===== config.mk =====
export PLATFORM = sky130hd
export DESIGN_NAME = pwm_timer8
export DESIGN_NICKNAME = d
export VERILOG_FILES = /design/src/rtl/pwm_timer8.sv
export SDC_FILE = /design/constraint.sdc
export NUM_CORES = 1
export LEC_CHECK = 0
export BUFFER_PORTS_ARGS = -buffer_cell sky130_fd_sc_hd__buf_2
export CAP_MARGIN = 20
export CORE_AREA = 2 2 80 82
export CTS_BUF_LIST = sky130_fd_sc_hd__clkbuf_2
export DETAILED_ROUTE_END_ITERATION = 8
export DIE_AREA = 0 0 82 84
export GPL_ROUTABILITY_DRIVEN = 1
export GPL_TIMING_DRIVEN = 1
export HOLD_SLACK_MARGIN = 0.02
export PLACE_DENSITY = 0.62
export SYNTH_ARGS = -nofsm -noshare
export SYNTH_HDL_FRONTEND = slang
export SYNTH_SLANG_ARGS = --single-unit

===== constraint.sdc =====
create_clock -name clk -period 2.69 [get_ports clk]
set_clock_uncertainty 0.15 [all_clocks]
set_input_delay 0.807 -clock clk [delete_from_list [all_inputs] [get_ports clk]]
set_output_delay 0.807 -clock clk [all_outputs]
set_load 0.02 [all_outputs]

===== src/rtl/pwm_timer8.sv =====
module pwm_timer8 #(
  parameter int CW = 8,
  parameter int PW = 10
) (
  input  logic          clk,
  input  logic          rst_n,
  input  logic          wr_en,
  input  logic [1:0]    wr_addr,
  input  logic [CW-1:0] wr_data,
  input  logic          out_en,
  output logic          wave_out,
  output logic          ovf_flag,
  output logic          cmp_flag
);
  localparam logic [CW-1:0] TOP = {CW{1'b1}};
  localparam logic [1:0] M_CTC = 2'd2;
  localparam logic [1:0] M_PWM = 2'd3;

  logic [1:0]    mode_q, act_q;
  logic [2:0]    psel_q;
  logic [CW-1:0] cnt_q, cmp_buf_q, cmp_act_q;
  logic [PW-1:0] pre_q;
  logic          wave_q, ovf_q, cmpf_q;
  logic          tick, run, hit, wrap, clr;

  always_comb begin
    unique case (psel_q)
      3'd1:    tick = 1'b1;
      3'd2:    tick = &pre_q[2:0];
      3'd3:    tick = &pre_q[4:0];
      3'd4:    tick = &pre_q[5:0];
      3'd5:    tick = &pre_q[6:0];
      3'd6:    tick = &pre_q[7:0];
      3'd7:    tick = &pre_q[PW-1:0];
      default: tick = 1'b0;
    endcase
  end

  assign run  = tick && (mode_q == M_CTC || mode_q == M_PWM);
  assign hit  = run && (cnt_q == cmp_act_q);
  assign wrap = run && (cnt_q == TOP);
  assign clr  = wr_en && (wr_addr == 2'd2);

  always_ff @(posedge clk or negedge rst_n) begin
    if (!rst_n) begin
      mode_q    <= '0;
      act_q     <= '0;
      psel_q    <= '0;
      cmp_buf_q <= '0;
    end else if (wr_en) begin
      if (wr_addr == 2'd0) begin
        mode_q <= wr_data[1:0];
        act_q  <= wr_data[3:2];
        psel_q <= wr_data[6:4];
      end
      if (wr_addr == 2'd1) cmp_buf_q <= wr_data;
    end
  end

  always_ff @(posedge clk or negedge rst_n) begin
    if (!rst_n) pre_q <= '0;
    else        pre_q <= pre_q + 1'b1;
  end

  always_ff @(posedge clk or negedge rst_n) begin
    if (!rst_n) cmp_act_q <= '0;
    else if (mode_q != M_PWM || wrap) cmp_act_q <= cmp_buf_q;
  end

  always_ff @(posedge clk or negedge rst_n) begin
    if (!rst_n) cnt_q <= '0;
    else if (run) begin
      if (mode_q == M_CTC && hit) cnt_q <= '0;
      else                        cnt_q <= cnt_q + 1'b1;
    end
  end

  always_ff @(posedge clk or negedge rst_n) begin
    if (!rst_n) wave_q <= 1'b0;
    else if (mode_q == M_CTC && hit) begin
      unique case (act_q)
        2'd1:    wave_q <= ~wave_q;
        2'd2:    wave_q <= 1'b0;
        2'd3:    wave_q <= 1'b1;
        default: wave_q <= wave_q;
      endcase
    end else if (mode_q == M_PWM && act_q[1]) begin
      if (wrap)     wave_q <= ~act_q[0];
      else if (hit) wave_q <= act_q[0];
    end
  end

  always_ff @(posedge clk or negedge rst_n) begin
    if (!rst_n) begin
      ovf_q  <= 1'b0;
      cmpf_q <= 1'b0;
    end else begin
      ovf_q  <= wrap | (ovf_q  & ~(clr & wr_data[0]));
      cmpf_q <= hit  | (cmpf_q & ~(clr & wr_data[1]));
    end
  end

  assign wave_out = out_en & wave_q;
  assign ovf_flag = ovf_q;
  assign cmp_flag = cmpf_q;

  p_stop_hold_r2: assert property (@(posedge clk) disable iff (!rst_n)
    (psel_q == 3'd0) |=> (cnt_q == $past(cnt_q)));

  p_ctc_toggle_r3: assert property (@(posedge clk) disable iff (!rst_n)
    (mode_q == M_CTC && act_q == 2'd1 && hit) |=> (wave_q != $past(wave_q)));

  p_pwm_bottom_r5: assert property (@(posedge clk) disable iff (!rst_n)
    (mode_q == M_PWM && act_q == 2'd2 && wrap) |=> wave_q);

  p_pwm_bottom_r6: assert property (@(posedge clk) disable iff (!rst_n)
    (mode_q == M_PWM && act_q == 2'd3 && wrap) |=> !wave_q);

  p_wrap_flag_r7: assert property (@(posedge clk) disable iff (!rst_n)
    wrap |=> (cnt_q == '0 && ovf_q));

  p_flag_clear_r8: assert property (@(posedge clk) disable iff (!rst_n)
    (clr && wr_data[0] && !wrap) |=> !ovf_q);

  p_buf_hold_r9: assert property (@(posedge clk) disable iff (!rst_n)
    (mode_q == M_PWM && !wrap) |=> (cmp_act_q == $past(cmp_act_q)));
endmodule


==> impl_results.md, run 1 <==
* Initial Util at 34.3%
* Min Hold Slack at 0.280 ns
* Worst-margin pin slew at 0.549 ns
* Global Route Usage Sum at 12.0%
* Setup crit end kind: flip-flop
* Syn. warnings at 0
* Fin. Hold Viols at 0
* Clock Sink Count at 44
* Vias in the first global route at 1,375
* Max FO, Critical Path at 8
* WS Path Type: reg -> reg
* HPWL Detailed at 2.65 mm
* Sequential cell area fraction in the yosys report at 52.6%
* H-tree level count at 2
* Clock transition at the registers of the reported paths at 0.20 ns
* Peak Freq at 399 MHz
* Vias at 1,312
* Clock buffer count from CTS at 5
* Top_reg_cell synth: dfrtp_1
* DRT Wirelength at 3.54 mm
* Status: finished, final reports clean
* Slowest CP cell: dfrtp_1
* CP Data Required Time at 2.84 ns
* Post-synth EDFFs at 0
* Critical Path AT at 2.66 ns
* Final ANT Viol Nets at 0
* Leakage Power at 0.00107 uW
* Critical path's top delay family: simple AND/OR/NAND/NOR gates
* TNS Setup at 0 ns
* Postcts setup bufs at 0
* Final GP Congestion at 0.752
* Die area at 0.00689 mm^2
* Area delta synth->final at 11.5%
* Layout cells sized above 1 at 28.1%
* Async S/R FF share, synth at 100%
* Min Tclk post-route at 2.51 ns
* CP Cell Sequence: ha_1 -> and3_1 -> ha_1 -> nor2b_1 -> mux2i_1 -> a32oi_2 -> nor2_1 -> nor2_4 -> mux2_2
* Cell mode on critical path: ha_1
* DRC at 0
* Setup ws final at 0.183 ns
* Worst min path class: in -> async
* Nets at 217
* GRT overflow at 0
* Port bufs at 16
* Via/cell ratio at 4.75
* Die W at 82 um
* Yosys cell types at 40
* Global-route wire length before repair at 6.38 mm
* Max-slew headroom at 63.4%
* TritonCTS clock tree: built
* Placed Cells at 268
* Syn_area_per_cell at 12.1 um^2
* Final setup vio count at 0
* Pwr per Cell Area at 609 mW/mm^2
* RSZ-0062 raised after global routing: false
* I/O Pins at 17
* Flops & latches, synth at 44
* Maximum clock insertion buffer count at 2
* Syn_nets at 192
* Diodes inserted at 0
* Largest net degree at the start of global routing at 45
* Final Slew Violations at 0
* Peak VDD IR at 0.276 mV
* Drt first pass iters at 4
* Slowest stage delay, CP at 0.45 ns
* Core box area at 0.00610 mm^2
* Initial antenna violation count at 0
* Period utilization at 93.2%
* Post-Syn Area at 0.00209 mm^2
* Layout Cells excl Fill at 276
* Worst-skew pair later-pin latency at 0.41 ns
* Most frequent cells in the layout: dfrtp_1 (44), mux2_2 (17), buf_2 (16)
* Syn Inst Count at 173
* CP startpoint kind: flip-flop
* Buf/Inv on CP at 0
* Rows at 29
* Commonest non-fill, non-tap cell in the layout: dfrtp_1
* Pre-CTS WS at 0.0525 ns
* Clock tree root buffer cell: clkbuf_2
* DR WL/cell at 12.8 um
* Die height at 84 um
* Iteration-0 DRC count of the detailed router at 79
* Max cap viols at 0
cell families (layout without fill, tap and decap cells):
| kind of cell | count (synthesis) | in the layout | share of synthesized area [%] |
|---|---|---|---|
| compound gates | 17 | 17 | 5.74 |
| xor+xnor | 19 | 19 | 7.95 |
| fa+ha+maj | 5 | 5 | 2.99 |
| buf+inv | 6 | 32 | 1.32 |
| flops | 44 | 44 | 52.6 |
| mux | 22 | 22 | 11.8 |
| simple gates | 60 | 60 | 17.6 |
final timing paths:
check	end	depth (start not counted)	slack (ns)	from
max in group asynchronous	psel_q[2]$_DFFE_PN0P_	2	1.72	rst_n
worst max register to register	cmp_act_q[1]$_DFFE_PN0P_	9	0.18	pre_q[0]$_DFF_PN0_
worst max-delay path	cmp_act_q[1]$_DFFE_PN0P_	9	0.18	pre_q[0]$_DFF_PN0_
worst min-delay path	pre_q[0]$_DFF_PN0_	2	0.28	rst_n
min in group clk	pre_q[9]$_DFF_PN0_	1	0.33	pre_q[9]$_DFF_PN0_
worst min register to register	pre_q[9]$_DFF_PN0_	1	0.33	pre_q[9]$_DFF_PN0_
through the flow:
stage	total power (uW)	utilization [%]	area, um^2
2_1_floorplan	1070	-	2090
3_3_place_gp	1150	37.5	2290
3_5_place_dp	1160	37.5	2290
4_1_cts	1440	38.1	2320
5_1_grt	1520	38.3	2330
6_report	1420	38.3	2330
per-layer routing:
layer	global-route usage [%]	up-vias	share of wire, %
li1	-	657	-
met1	15.6	635	46
met2	19.3	12	50
met3	3.25	8	2.7
met4	3.64	0	1.4
met5	0	-	0
synth_stat cells, types with 3 or more instances:
cell | count | area share, %
dfrtp_1 | 44 | 53
mux2_2 | 17 | 9.2
nand2_1 | 14 | 2.5
xor2_1 | 12 | 5.0
nor2_1 | 10 | 1.8
nand3_1 | 7 | 1.7
xnor2_1 | 7 | 2.9
ha_1 | 5 | 3.0
o21ai_0 | 5 | 1.2
inv_1 | 4 | 0.72
mux2_1 | 4 | 2.2
nor2b_1 | 4 | 1.2
a21oi_1 | 3 | 0.72
nor3_1 | 3 | 0.72
power by group:
| part | internal (uW) | switching, uW | total (uW) |
|---|---|---|---|
| clock | 69.6 | 205 | 275 |
| combinational | 150 | 122 | 271 |
| sequential | 764 | 109 | 873 |
registers in the layout, indices dropped and copies added (netlist names):
name	flops
psel_q	3
pre_q	10
act_q	2
wave_q	1
mode_q	2
cmp_flag	1
ovf_flag	1
cmp_act_q	8
cnt_q	8
cmp_buf_q	8
area by class of cell:
| cell class | instances | area [um^2] |
|---|---|---|
| Fill cell | 607 | 3760 |
| Sequential cell | 44 | 1100 |
| Multi-Input combinational cell | 123 | 971 |
| Timing Repair Buffer | 20 | 110 |
| Tap cell | 77 | 96.3 |
| Clock buffer | 7 | 35.0 |
| Inverter | 4 | 15.0 |
| Clock inverter | 1 | 3.75 |
repair_timing:
action                     4_1_cts  5_1_grt
hold buffers                     0        0
gates resized for setup          0        1
setup endpoints to repair        0        9
(Power assumes the default switching activity.)
==> run 2: changes to the inputs <==
Settings changed: CELL_PAD_IN_SITES_DETAIL_PLACEMENT set to 0, CELL_PAD_IN_SITES_GLOBAL_PLACEMENT set to 1, HOLD_SLACK_MARGIN 0.02 to unset, PLACE_DENSITY 0.62 to 0.71.
==> run 2 against run 1 <==
  * Wire length rose by 3.3%
  * Global-route usage is 0.19 points lower
  * Hold slack got worse by 0.098 ns
  * Cell count up 0.36%
  * Count of clock-buffer cells in the layout fell by 2
  * Sequential share of layout area decreased by 0.15 points
  * Critical path type unchanged
  * Die area is the same
  * Combinational power is 3% higher
  * Clock power is 6% lower
==> impl_results.md, run 2 (synthesized netlist as in run 1, its figures left out) <==
* TNS Setup at 0 ns (unchanged)
* Critical Path AT at 2.57 ns (-0.09 ns)
* Layout cells sized above 1 at 27.5% (-0.64 points)
* Clock buffer count from CTS at 5 (unchanged)
* Setup crit end kind: flip-flop
* DRT Wirelength at 3.66 mm (+3.3%)
* Layout Cells excl Fill at 277 (+0.36%)
* Worst min path class: in -> async
* Worst-margin pin slew at 0.523 ns (-0.0258 ns)
* Internal power at 972 uW (-1.2%)
* RSZ-0062 raised after global routing: false
* Core box area at 0.00610 mm^2 (unchanged)
* Iteration-0 DRC count of the detailed router at 43 (-46%)
* Nets at 219 (+0.92%)
* Comb pwr share at 19.7% (+0.6 points)
* Area delta synth->final at 11.8%
* Final setup vio count at 0 (unchanged)
* Maximum clock insertion buffer count at 2 (unchanged)
* Commonest non-fill, non-tap cell in the layout: dfrtp_1
* Die W at 82 um (unchanged)
* Min Tclk post-route at 2.41 ns (-0.0977 ns)
* HPWL Detailed at 2.80 mm (+5.8%)
* Most frequent cells in the layout: dfrtp_1 (44), mux2_2 (17), buf_2 (16)
* Initial antenna violation count at 0 (unchanged)
* Sw power at 436 uW (about the same)
* CP startpoint kind: flip-flop
* Clock tree root buffer cell: clkbuf_2
* Final ANT Viol Nets at 0 (unchanged)
* Worst-skew pair later-pin latency at 0.40 ns (about the same)
* Max-slew headroom at 65.1% (+1.7 points)
* Global-route wire length before repair at 6.19 mm (-2.9%)
* Global Route Usage Sum at 11.8% (-0.19 points)
* Max FFs per register at 10 (unchanged)
* Vias in the first global route at 1,270 (-7.6%)
* GRT overflow at 0 (unchanged)
* H-tree level count at 2 (unchanged)
* DR WL/cell at 13.2 um (+3.0%)
* Die height at 84 um (unchanged)
* R2r setup slk at 0.28 ns (+0.10 ns)
* Status: finished, final reports clean
* Max cap viols at 0 (unchanged)
* Fin. Hold Viols at 0 (unchanged)
* Pwr per Cell Area at 602 mW/mm^2 (-1.2%)
* DRC at 0 (unchanged)
* Leakage Power at 0.00107 uW (+0.76%)
* Diodes inserted at 0 (unchanged)
* Drt first pass iters at 4 (unchanged)
* Top reg by flops: pre_q
* Period utilization at 89.6% (-3.6 points)
* Final Slew Violations at 0 (unchanged)
* Seq pwr share at 62.0% (+0.5 points)
* Sw frac at 31.0% (+0.26 points)
* Final GP Congestion at 0.747 (-0.70%)
* Port bufs at 16 (unchanged)
* Initial Util at 34.3% (unchanged)
* I/O Pins at 17 (unchanged)
* Placed Cells at 269 (+0.37%)
* Max FO, Critical Path at 8 (unchanged)
* Vias at 1,291 (-1.6%)
* Die area at 0.00689 mm^2 (unchanged)
* Peak VDD IR at 0.245 mV (-11%)
* Clock power frac at 18.3% (-1.1 points)
* Clock Sink Count at 44 (unchanged)
* Post-Route Utilization at 38.4% (+0.12 points)
* Rows at 29 (unchanged)
* Via/cell ratio at 4.66 (-2.0%)
* TritonCTS clock tree: built
* Peak Freq at 415 MHz (+4.1%)
* CP Data Required Time at 2.85 ns (about the same)
* Largest net degree at the start of global routing at 25 (-44%)
* Clock transition at the registers of the reported paths at 0.23 ns (+0.03 ns)
* WS Path Type: reg -> reg
## run 2: changes by cell type in the layout (fill, tap and decap cells not counted), sizes merged
cell,change
clkbuf,-2
buf,+2
clkinv,+1
## run 2: power groups by stage
stage / combinational, uW / sequential [uW] / clock, uW
after floorplan: 213 / 860 / 0
after global placement: 269 / 889 / 0
after detailed placement: 277 / 890 / 0
after CTS: 277 / 877 / 271
after global routing: 314 / 891 / 296
final: 278 / 872 / 258
## run 2: repair_timing
item / 4_1_cts / 5_1_grt
buffers inserted: 0 / 1
resized for setup: 0 / 1
setup endpoints to repair: 0 / 3
hold buffers: 0 / 0
hold endpoints to repair: 0 / 0
## run 2: cell type report
cell class | instances | area, um^2
Multi-Input combinational cell | 123 | 970
Clock buffer | 5 | 25.0
Inverter | 4 | 15.0
Timing Repair Buffer | 22 | 125
Fill cell | 622 | 3760
Tap cell | 77 | 96.3
Sequential cell | 44 | 1100
Clock inverter | 2 | 7.51
## run 2: layer usage
metal / vias up / GRT usage (%) / routed length [um]
li1: 656 / - / -
met1: 614 / 16.6 / 1750
met2: 16 / 17.5 / 1770
met3: 5 / 2.92 / 105
met4: 0 / 4.09 / 38
met5: - / 0 / 0
## run 2: worst max-delay path, stage by stage, from the launching register on
cell and delay [ns]:
dfrtp_1 0.45, ha_1 0.22, and3_1 0.16, ha_1 0.18, nor2b_1 0.10, mux2i_1 0.07
a32oi_1 0.18, buf_4 0.18, nor2_1 0.08, nor2_4 0.21, mux2_2 0.36
## run 2: final timing paths
kind,from,to,cells past startpoint
setup / recovery,pre_q[0]$_DFF_PN0_,cmp_act_q[1]$_DFFE_PN0P_,10
hold / removal,rst_n,cnt_q[5]$_DFFE_PN0P_,1
setup reg to reg,pre_q[0]$_DFF_PN0_,cmp_act_q[1]$_DFFE_PN0P_,10
hold reg to reg,cmp_buf_q[5]$_DFFE_PN0P_,cmp_act_q[5]$_DFFE_PN0P_,1
max in group asynchronous,rst_n,pre_q[7]$_DFF_PN0_,2
min in group clk,cmp_buf_q[5]$_DFFE_PN0P_,cmp_act_q[5]$_DFFE_PN0P_,1
## run 2: metrics by stage
step	cell area (um^2)	setup slack, ns	hold slack, ns	power (uW)
global route	2340	0.0404	0.191	1500
global placement	2290	0.230	0.310	1160
CTS	2330	0.156	0.183	1420
finish	2340	0.280	0.182	1410
detailed placement	2290	0.175	0.312	1170
floorplan	2090	0.291	0.290	1070
